`src/rtl/adc_seq_pkg.sv`:
```
package adc_seq_pkg;
    localparam int NCH = 4;

    typedef enum logic [1:0] {
        ST_IDLE,
        ST_HOLD,
        ST_CONV
    } seq_state_e;

    // bit i set = channel i converted (0 VIN1, 1 VIN2, 2 VIN3, 3 AUX)
    function automatic logic [NCH-1:0] mode_mask(input logic [1:0] m);
        case (m)
            2'b00:   return 4'b0110;
            2'b01:   return 4'b1110;
            2'b10:   return 4'b0111;
            default: return 4'b1111;
        endcase
    endfunction
endpackage

```
`src/rtl/adc_start_sync.sv`:
```
module adc_start_sync (
    input  logic clk,
    input  logic rst_n,
    input  logic start_i,
    output logic edge_o
);
    typedef struct packed {
        logic meta;
        logic stable;
        logic last;
    } sync_t;

    sync_t s_d, s_q;

    always_comb begin
        s_d        = s_q;
        s_d.meta   = start_i;
        s_d.stable = s_q.meta;
        s_d.last   = s_q.stable;
    end

    always_ff @(posedge clk or negedge rst_n) begin
        if (!rst_n) s_q <= '0;
        else        s_q <= s_d;
    end

    assign edge_o = s_q.stable & ~s_q.last;
endmodule

```
`src/rtl/adc_seq_ctrl.sv`:
```
module adc_seq_ctrl
    import adc_seq_pkg::*;
#(
    parameter int HOLD_CYC = 20,
    parameter int CONV_CYC = 40
) (
    input  logic           clk,
    input  logic           rst_n,
    input  logic           start_edge_i,
    input  logic [1:0]     mode_i,
    output logic           capture_o,
    output logic           commit_o,
    output logic           busy_o,
    output logic [NCH-1:0] mask_o
);
    localparam int HW = $clog2(HOLD_CYC);
    localparam int CW = $clog2(CONV_CYC);

    typedef struct packed {
        seq_state_e     state;
        logic [HW-1:0]  hold_cnt;
        logic [CW-1:0]  slot_cnt;
        logic [1:0]     chan;
        logic [NCH-1:0] mask;
    } ctrl_t;

    ctrl_t c_d, c_q;
    logic  nxt_found;
    logic [1:0] nxt_chan;
    logic [1:0] first_chan;

    // lowest enabled channel above current, and lowest enabled overall
    always_comb begin
        nxt_found  = 1'b0;
        nxt_chan   = c_q.chan;
        first_chan = 2'd0;
        for (int i = NCH - 1; i >= 0; i--) begin
            if (c_q.mask[i] && i > int'(c_q.chan)) begin
                nxt_found = 1'b1;
                nxt_chan  = 2'(i);
            end
            if (c_q.mask[i]) first_chan = 2'(i);
        end
    end

    always_comb begin
        c_d       = c_q;
        capture_o = 1'b0;
        commit_o  = 1'b0;
        case (c_q.state)
            ST_IDLE: begin
                if (start_edge_i) begin
                    c_d.state    = ST_HOLD;
                    c_d.hold_cnt = '0;
                    c_d.mask     = mode_mask(mode_i);
                    capture_o    = 1'b1;
                end
            end
            ST_HOLD: begin
                if (c_q.hold_cnt == HW'(HOLD_CYC - 1)) begin
                    c_d.state    = ST_CONV;
                    c_d.slot_cnt = '0;
                    c_d.chan     = first_chan;
                end else begin
                    c_d.hold_cnt = c_q.hold_cnt + 1'b1;
                end
            end
            default: begin
                if (c_q.slot_cnt == CW'(CONV_CYC - 1)) begin
                    c_d.slot_cnt = '0;
                    if (nxt_found) begin
                        c_d.chan = nxt_chan;
                    end else begin
                        commit_o  = 1'b1;
                        c_d.state = ST_IDLE;
                    end
                end else begin
                    c_d.slot_cnt = c_q.slot_cnt + 1'b1;
                end
            end
        endcase
    end

    always_ff @(posedge clk or negedge rst_n) begin
        if (!rst_n) c_q <= '{state: ST_IDLE, default: '0};
        else        c_q <= c_d;
    end

    assign busy_o = (c_q.state != ST_CONV);
    assign mask_o = c_q.mask;
endmodule

```
`src/rtl/adc_result_bank.sv`:
```
module adc_result_bank
    import adc_seq_pkg::*;
#(
    parameter int SMP_W = 11,
    parameter int BUS_W = 12
) (
    input  logic               clk,
    input  logic               rst_n,
    input  logic               capture_i,
    input  logic               commit_i,
    input  logic [NCH-1:0]     mask_i,
    input  logic [1:0]         auxsel_i,
    input  logic [SMP_W-1:0]   vin1_i,
    input  logic [SMP_W-1:0]   vin2_i,
    input  logic [SMP_W-1:0]   vin3_i,
    input  logic [NCH*SMP_W-1:0] aux_i,
    input  logic               cs_n,
    input  logic               rd_n,
    input  logic [1:0]         addr_i,
    output logic [BUS_W-1:0]   data_o,
    output logic               data_oe_o
);
    localparam int PAD = BUS_W - SMP_W;

    typedef struct packed {
        logic [NCH-1:0][SMP_W-1:0] held;
        logic [NCH-1:0][SMP_W-1:0] res;
    } bank_t;

    bank_t b_d, b_q;

    always_comb begin
        b_d = b_q;
        if (capture_i) begin
            b_d.held[0] = vin1_i;
            b_d.held[1] = vin2_i;
            b_d.held[2] = vin3_i;
            b_d.held[3] = aux_i[int'(auxsel_i)*SMP_W +: SMP_W];
        end
        if (commit_i) begin
            for (int i = 0; i < NCH; i++) begin
                if (mask_i[i]) b_d.res[i] = b_q.held[i];
            end
        end
    end

    always_ff @(posedge clk or negedge rst_n) begin
        if (!rst_n) b_q <= '0;
        else        b_q <= b_d;
    end

    assign data_oe_o = ~cs_n & ~rd_n;
    assign data_o    = data_oe_o ? {b_q.res[addr_i], {PAD{1'b0}}} : '0;
endmodule

```
`src/rtl/adc_seq_core.sv`:
```
module adc_seq_core
    import adc_seq_pkg::*;
#(
    parameter int SMP_W    = 11,
    parameter int BUS_W    = 12,
    parameter int HOLD_CYC = 20,
    parameter int CONV_CYC = 40
) (
    input  logic                 clk,
    input  logic                 rst_n,
    input  logic                 start_i,
    input  logic [1:0]           mode_i,
    input  logic [1:0]           auxsel_i,
    input  logic [SMP_W-1:0]     vin1_i,
    input  logic [SMP_W-1:0]     vin2_i,
    input  logic [SMP_W-1:0]     vin3_i,
    input  logic [NCH*SMP_W-1:0] aux_i,
    input  logic                 cs_n,
    input  logic                 rd_n,
    input  logic [1:0]           addr_i,
    output logic [BUS_W-1:0]     data_o,
    output logic                 data_oe_o,
    output logic                 busy_o
);
    logic           start_edge;
    logic           capture;
    logic           commit;
    logic [NCH-1:0] mask;

    adc_start_sync u_sync (
        .clk    (clk),
        .rst_n  (rst_n),
        .start_i(start_i),
        .edge_o (start_edge)
    );

    adc_seq_ctrl #(
        .HOLD_CYC(HOLD_CYC),
        .CONV_CYC(CONV_CYC)
    ) u_ctrl (
        .clk         (clk),
        .rst_n       (rst_n),
        .start_edge_i(start_edge),
        .mode_i      (mode_i),
        .capture_o   (capture),
        .commit_o    (commit),
        .busy_o      (busy_o),
        .mask_o      (mask)
    );

    adc_result_bank #(
        .SMP_W(SMP_W),
        .BUS_W(BUS_W)
    ) u_bank (
        .clk      (clk),
        .rst_n    (rst_n),
        .capture_i(capture),
        .commit_i (commit),
        .mask_i   (mask),
        .auxsel_i (auxsel_i),
        .vin1_i   (vin1_i),
        .vin2_i   (vin2_i),
        .vin3_i   (vin3_i),
        .aux_i    (aux_i),
        .cs_n     (cs_n),
        .rd_n     (rd_n),
        .addr_i   (addr_i),
        .data_o   (data_o),
        .data_oe_o(data_oe_o)
    );
endmodule

```
`config.mk`:
```
export PLATFORM = sky130hd
export DESIGN_NAME = adc_seq_core
export DESIGN_NICKNAME = d
export VERILOG_FILES = /design/src/rtl/adc_seq_pkg.sv /design/src/rtl/adc_start_sync.sv /design/src/rtl/adc_seq_ctrl.sv /design/src/rtl/adc_result_bank.sv /design/src/rtl/adc_seq_core.sv
export SDC_FILE = /design/constraint.sdc
export NUM_CORES = 1
export LEC_CHECK = 0
export ABC_AREA = 0
export ABC_CLOCK_PERIOD_IN_PS = 2600
export BUFFER_PORTS_ARGS = -buffer_cell sky130_fd_sc_hd__buf_2
export CAP_MARGIN = 10
export CORE_AREA = 2 2 98 100
export CTS_CLUSTER_SIZE = 16
export DETAILED_ROUTE_END_ITERATION = 10
export DIE_AREA = 0 0 100 102
export GPL_TIMING_DRIVEN = 0
export PLACE_DENSITY = 0.79
export SLEW_MARGIN = 20
export SYNTH_ARGS = -nofsm -noshare
export SYNTH_HDL_FRONTEND = slang
export SYNTH_SLANG_ARGS = --single-unit
export TNS_END_PERCENT = 50
```
`constraint.sdc`:
```
create_clock -name clk -period 2.6 [get_ports clk]
set_input_delay 0.13 -clock clk [delete_from_list [all_inputs] [get_ports clk]]
set_output_delay 0.13 -clock clk [all_outputs]
set_load 0.05 [all_outputs]
```
# ---- Word-level counts from Yosys, hierarchy flattened
# Cells that the tools add are included.
dict set report word_totals {
  word_cells 91
  regBits 110
  input_bits 88
  out_inout_bits 14
}
dict set report classes {
  bitwise_logic 6
  n_addsub 2
  shifts 1
  n_reduce_logical 20
  mux 31
  n_mul 1
  order_cmp 4
  eq_ne 10
}
# op count
set op_table {}
lappend op_table {{44-bit by 32-bit variable part select with 11-bit output} 1}
lappend op_table {{2-bit two-way mux} 12}
lappend op_table {{11-bit binary-select mux with 2-bit select} 1}
lappend op_table {{8-bit one-hot mux with 2 select lines} 1}
lappend op_table {{12-bit two-way mux} 1}
lappend op_table {{4-bit one-hot mux with 3 select lines} 1}
lappend op_table {{2-bit AND reduction} 6}
lappend op_table {{11-bit two-way mux} 1}
lappend op_table {{5-bit one-hot mux with 2 select lines} 1}
lappend op_table {{1-bit two-way mux} 8}
lappend op_table {{8-bit two-way mux} 1}
lappend op_table {{7-bit two-way mux} 1}
lappend op_table {{6-bit by 1-bit adder with 6-bit output, second input constant} 1}
lappend op_table {{6-bit equality test, second input constant} 1}
lappend op_table {{2-bit by 4-bit multiplier with 6-bit output, second input constant} 1}
lappend op_table {{6-bit two-way mux} 1}
lappend op_table {{2-bit inequality test, second input constant} 3}
lappend op_table {{2-bit nonzero test} 3}
lappend op_table {{5-bit by 1-bit adder with 5-bit output, second input constant} 1}
lappend op_table {{5-bit equality test, second input constant} 1}
lappend op_table {{5-bit two-way mux} 1}
lappend op_table {{5-bit AND reduction} 1}
lappend op_table {{2-bit by 1-bit equality test with 1-bit output, second input constant} 2}
lappend op_table {{2-bit greater-than comparator, first input constant} 2}
lappend op_table {{15 further kinds} 22}

# ---- Depth between registers and ports, before layout
dict set report logic_depth {
  depth_word 9
  ltp_mapped 6
  ltp_nobuf 5
}

# ---- Hierarchy
# From an unflattened synthesis, not the netlist that was laid out.
dict set report unflattened {
  cells_unflattened 362
  hier_area_um2 5008.6
}
# mod area_per_inst_um2 cells_each instances
set modules_own_cells {}
lappend modules_own_cells {adc_result_bank 3907.5 257 1}
lappend modules_own_cells {adc_seq_ctrl 1012.2 101 1}
lappend modules_own_cells {adc_start_sync 88.8 4 1}

# ---- Worst setup path after synthesis
# Ideal clock, no wire load.
dict set report synth_timing {
  path_type {register to register}
  startpoint {register u_ctrl.c_q[6] (netlist name)}
  endpoint {register u_ctrl.c_q[4] (netlist name)}
  path_stages_with_launch 6
  arrival_time_ns 1.717
  slack_ns 0.759
  synth_period_minus_slack_ns 1.841
  path_cell_list {dfrtp_1 > ha_1 > nand2_1 > or4b_4 > o21ai_2 > mux2_2}
}
dict set report synth_via {
  elab_chain_len 3
}
# element line
set synth_rtl {}
lappend synth_rtl {{start, declared} adc_seq_ctrl.sv:27} ;# ctrl_t c_d, c_q;
lappend synth_rtl {{start signal, assigned} adc_seq_ctrl.sv:85} ;# if (!rst_n) c_q <= '{state: ST_IDLE, default: '0};
lappend synth_rtl {{start signal, assigned} adc_seq_ctrl.sv:86} ;# else c_q <= c_d;
lappend synth_rtl {{6-bit equality test} adc_seq_ctrl.sv:69} ;# if (c_q.slot_cnt == CW'(CONV_CYC - 1)) begin
lappend synth_rtl {{2-bit nonzero test (no source line)} -}
lappend synth_rtl {{5-bit AND reduction (no source line)} -}
# No other way between the ends.
# A chain may end at the register's enable or synchronous reset.

# ---- Final worst setup path
dict set report layout_timing {
  startpoint {register u_ctrl.c_q[18] (netlist name)}
  endpoint {register u_bank.b_q[79] (netlist name)}
}
dict set report layout_via {
  elab_chain_len 2
}
# element line
set layout_rtl {}
lappend layout_rtl {{2-bit logical NOT} adc_seq_ctrl.sv:50} ;# case (c_q.state)
lappend layout_rtl {{1-bit two-way mux} adc_seq_ctrl.sv:50}
lappend layout_rtl {{end signal, assigned} adc_result_bank.sv:48} ;# if (!rst_n) b_q <= '0;
lappend layout_rtl {{end signal, assigned} adc_result_bank.sv:49} ;# else b_q <= b_d;
lappend layout_rtl {{end, declared} adc_result_bank.sv:30} ;# bank_t b_d, b_q;
# No other way between the ends.

==> out/results.txt <==
Resized Gates After CTS -> 0
sequential cell area fraction in the yosys report -> 55.51%
run status -> completed
hold_buf cts -> 24
Fin Setup TNS -> 0 ns
GRT Residual Overflow -> 0
leakage power -> 2.915 nW
chip width -> 100 µm
synth warn -> 0
Max Fclk -> 475.5 MHz
CP peak stage delay -> 0.57 ns
Synth cell types -> 45
Clk Latency, worst-skew pair -> 0.37 ns
total track usage -> 20.66%
Ports -> 102
EDFF count, synth -> 0
Die H -> 102 µm
final setup fails -> 0
multiplexer share of the synthesized area -> 31.22%
worst path required time -> 2.85 ns
hpwl dp -> 7160 µm
Slew @ Worst Pin -> 0.6676 ns
post-synthesis net count -> 409
clock sink count -> 109
Post-Synth XOR/XNOR Area -> 1.070%
CP Data Arrival Time -> 2.35 ns
CP max FO -> 10
Yosys reg bits -> 109
Setup Buffers After CTS -> 0
Compound-Gate Fraction of Synth Area -> 2.241%
DRT antenna net count -> 0
CTS Buf Count -> 9
CP Buf/Inv Count -> 2
RSZ-0062 raised after global routing -> no
Final period util -> 80.89%
fillers -> 658
CTS Buffer Depth -> 2
Syn Std Cell Area -> 4913 µm²
hold path depth -> 2
Nets -> 547
initial antenna violation count -> 0
vias in the first global route -> 3,251
DR vias -> 3,130
commonest non-fill, non-tap cells in the layout -> 109 x dfrtp_1, 106 x buf_2, 87 x mux2_2, 26 x dlygate4sd3_1, 22 x mux4_2
iteration count of the initial detailed-routing pass -> 4
core box area -> 9109 µm²
slowest CP cell -> nor4b_4
DP Area -> 5587 µm²
Synth Flop Type -> dfrtp_1
H-tree levels -> 3
Row Count -> 35
Root Buffer -> clkbuf_8
Crit path depth -> 4
WL per Instance -> 17.08 µm
final std cell area, no fill -> 6050 µm²
Initial Utilization -> 53.94%
full die area -> 10,200 µm²
max-cap viol count -> 0
share of layout cells above drive strength 1 -> 54.11%
Fin. Hold Viols -> 0
most common cell after layout, fill and taps aside -> dfrtp_1
port bufs -> 100
pin count of the biggest net entering global routing -> 68
crit start category -> register
1st-iter DRT viols -> 113
kind of end point of the critical path -> register
simple logic cell fraction of the synthesized area -> 7.359%
clock skew -> 0.01658 ns
Cells after Synth -> 319
syn avg cell area -> 15.40 µm²
critical path class -> reg -> reg
largest family of logic cells by synthesized area -> multiplexers
drt total wl -> 9804 µm
min Tclk post-route -> 2.103 ns
clock slew at the register clock pins of the worst setup and hold paths -> 0.11 ns
DRC viols -> 0
Final Wtd Congestion -> 0.7968
total power per unit cell area -> 735.2 nW/µm²
VDD IR max -> 0.3029 mV
reg2reg path depth -> 4
Slew HR -> 55.49%
hold crit path type -> in -> reg
first-pass GRT wire length -> 16,120 µm
CP delay by family, top -> buffers and inverters
count of pins over their slew limit -> 0
post-synthesis adder-cell area fraction -> 0.5093%
vias per cell -> 5.453
cell chain of the critical path -> buf_1 -> nor4b_4 -> buf_2 -> mux2_2
Syn-to-layout area delta -> 23.12%
CTS tree -> yes
post-synthesis async set-or-reset flop share -> 100.0%
-- power by group --
part / internal (mW) / total [mW] / switching (mW)
clock: 0.402 / 1.01 / 0.606
combinational: 0.570 / 0.972 / 0.401
sequential: 2.15 / 2.47 / 0.321
total: 3.12 / 4.45 / 1.33
-- layer usage --
layer | routed length, µm | GRT usage, %
met2 | 4851 | 34.15
met3 | 446 | 3.352
met1 | 4367 | 28.14
met4 | 139 | 7.587
met5 | 0 | 0
-- path summary, 6_finish.rpt --
| path | slack (ns) | endpoint | from |
|---|---|---|---|
| worst max-delay path | 0.50 | u_bank.b_q[79] | u_ctrl.c_q[18] |
| worst min-delay path | 0.007 | u_bank.b_q[76] | vin3_i[10] |
| worst max register to register | 0.50 | u_bank.b_q[79] | u_ctrl.c_q[18] |
| worst min register to register | 0.37 | u_sync.s_d[0] | u_sync.s_d[1] |
| max in group asynchronous | 1.71 | u_bank.b_q[9] | rst_n |
| min in group asynchronous | 0.25 | u_bank.b_q[44] | rst_n |
-- worst reg2reg max path, cell delays in order, from the launching register on --
cell,delay [ns]
dfrtp_1,0.42
buf_1,0.24
nor4b_4,0.57
buf_2,0.39
mux2_2,0.38
-- cell type report --
cell class	instances	area, µm²	share of cell area [%]
Antenna cell	1	2.502	0.04137
Buffer	17	98.84	1.634
Clock buffer	10	137.6	2.275
Clock inverter	6	62.56	1.034
Multi-Input combinational cell	193	2087	34.50
Sequential cell	109	2728	45.09
Tap cell	111	138.9	2.296
Timing Repair Buffer	127	794.5	13.13
-- synthesized netlist by cell type (2+ instances only) --
cell type  instances  area share (%)
nor2_1             6            0.46
nand3_1            7            0.71
buf_2              7            0.71
nand4_1            4            0.51
o21ai_0            4            0.41
mux2_2            87              20
and2_1            11             1.4
nand2_1            8            0.61
nor4b_4            2            0.97
buf_6              2            0.46
xor2_1             5            0.89
mux2_1             3            0.69
buf_4              3            0.46
mux4_2            22              10
clkbuf_1           4            0.31
dfrtp_1          109              56
ha_1               2            0.51
nand3b_1           2            0.31
nor2b_1            3            0.38
nand2b_1           3            0.38
-- per-stage QoR --
stage          setup slack, ns  std cells  total power, mW  hold slack, ns  utilization, %
5_1_grt                 0.3717        573            4.719        0.001579           66.39
6_report                0.4969        574            4.447        0.006770           66.41
3_5_place_dp            0.5327        531            3.452         0.07136           61.33
3_3_place_gp            0.2271        530            3.357          0.2507           60.96
2_1_floorplan           0.7586        319            3.111         -0.1656               -
4_1_cts                 0.5120        571            4.476        0.002084           66.17
-- state kept, by name (all words and copies together), names as in the netlist --
register	cells
u_sync.s_d	2
u_ctrl.c_q	15
u_bank.b_q	88
u_ctrl.mask_o	3
u_sync.s_q	1
-- cells by family after synthesis --
logic type               after synthesis
other                                  1
multiplexers                         114
AO/OA/AOI/OAI                         15
buffers and inverters                 17
adder cells (fa/ha/maj)                2
XOR/XNOR                               6
AND/OR/NAND/NOR                       55
flip-flops                           109
(Power assumes the default switching activity.)
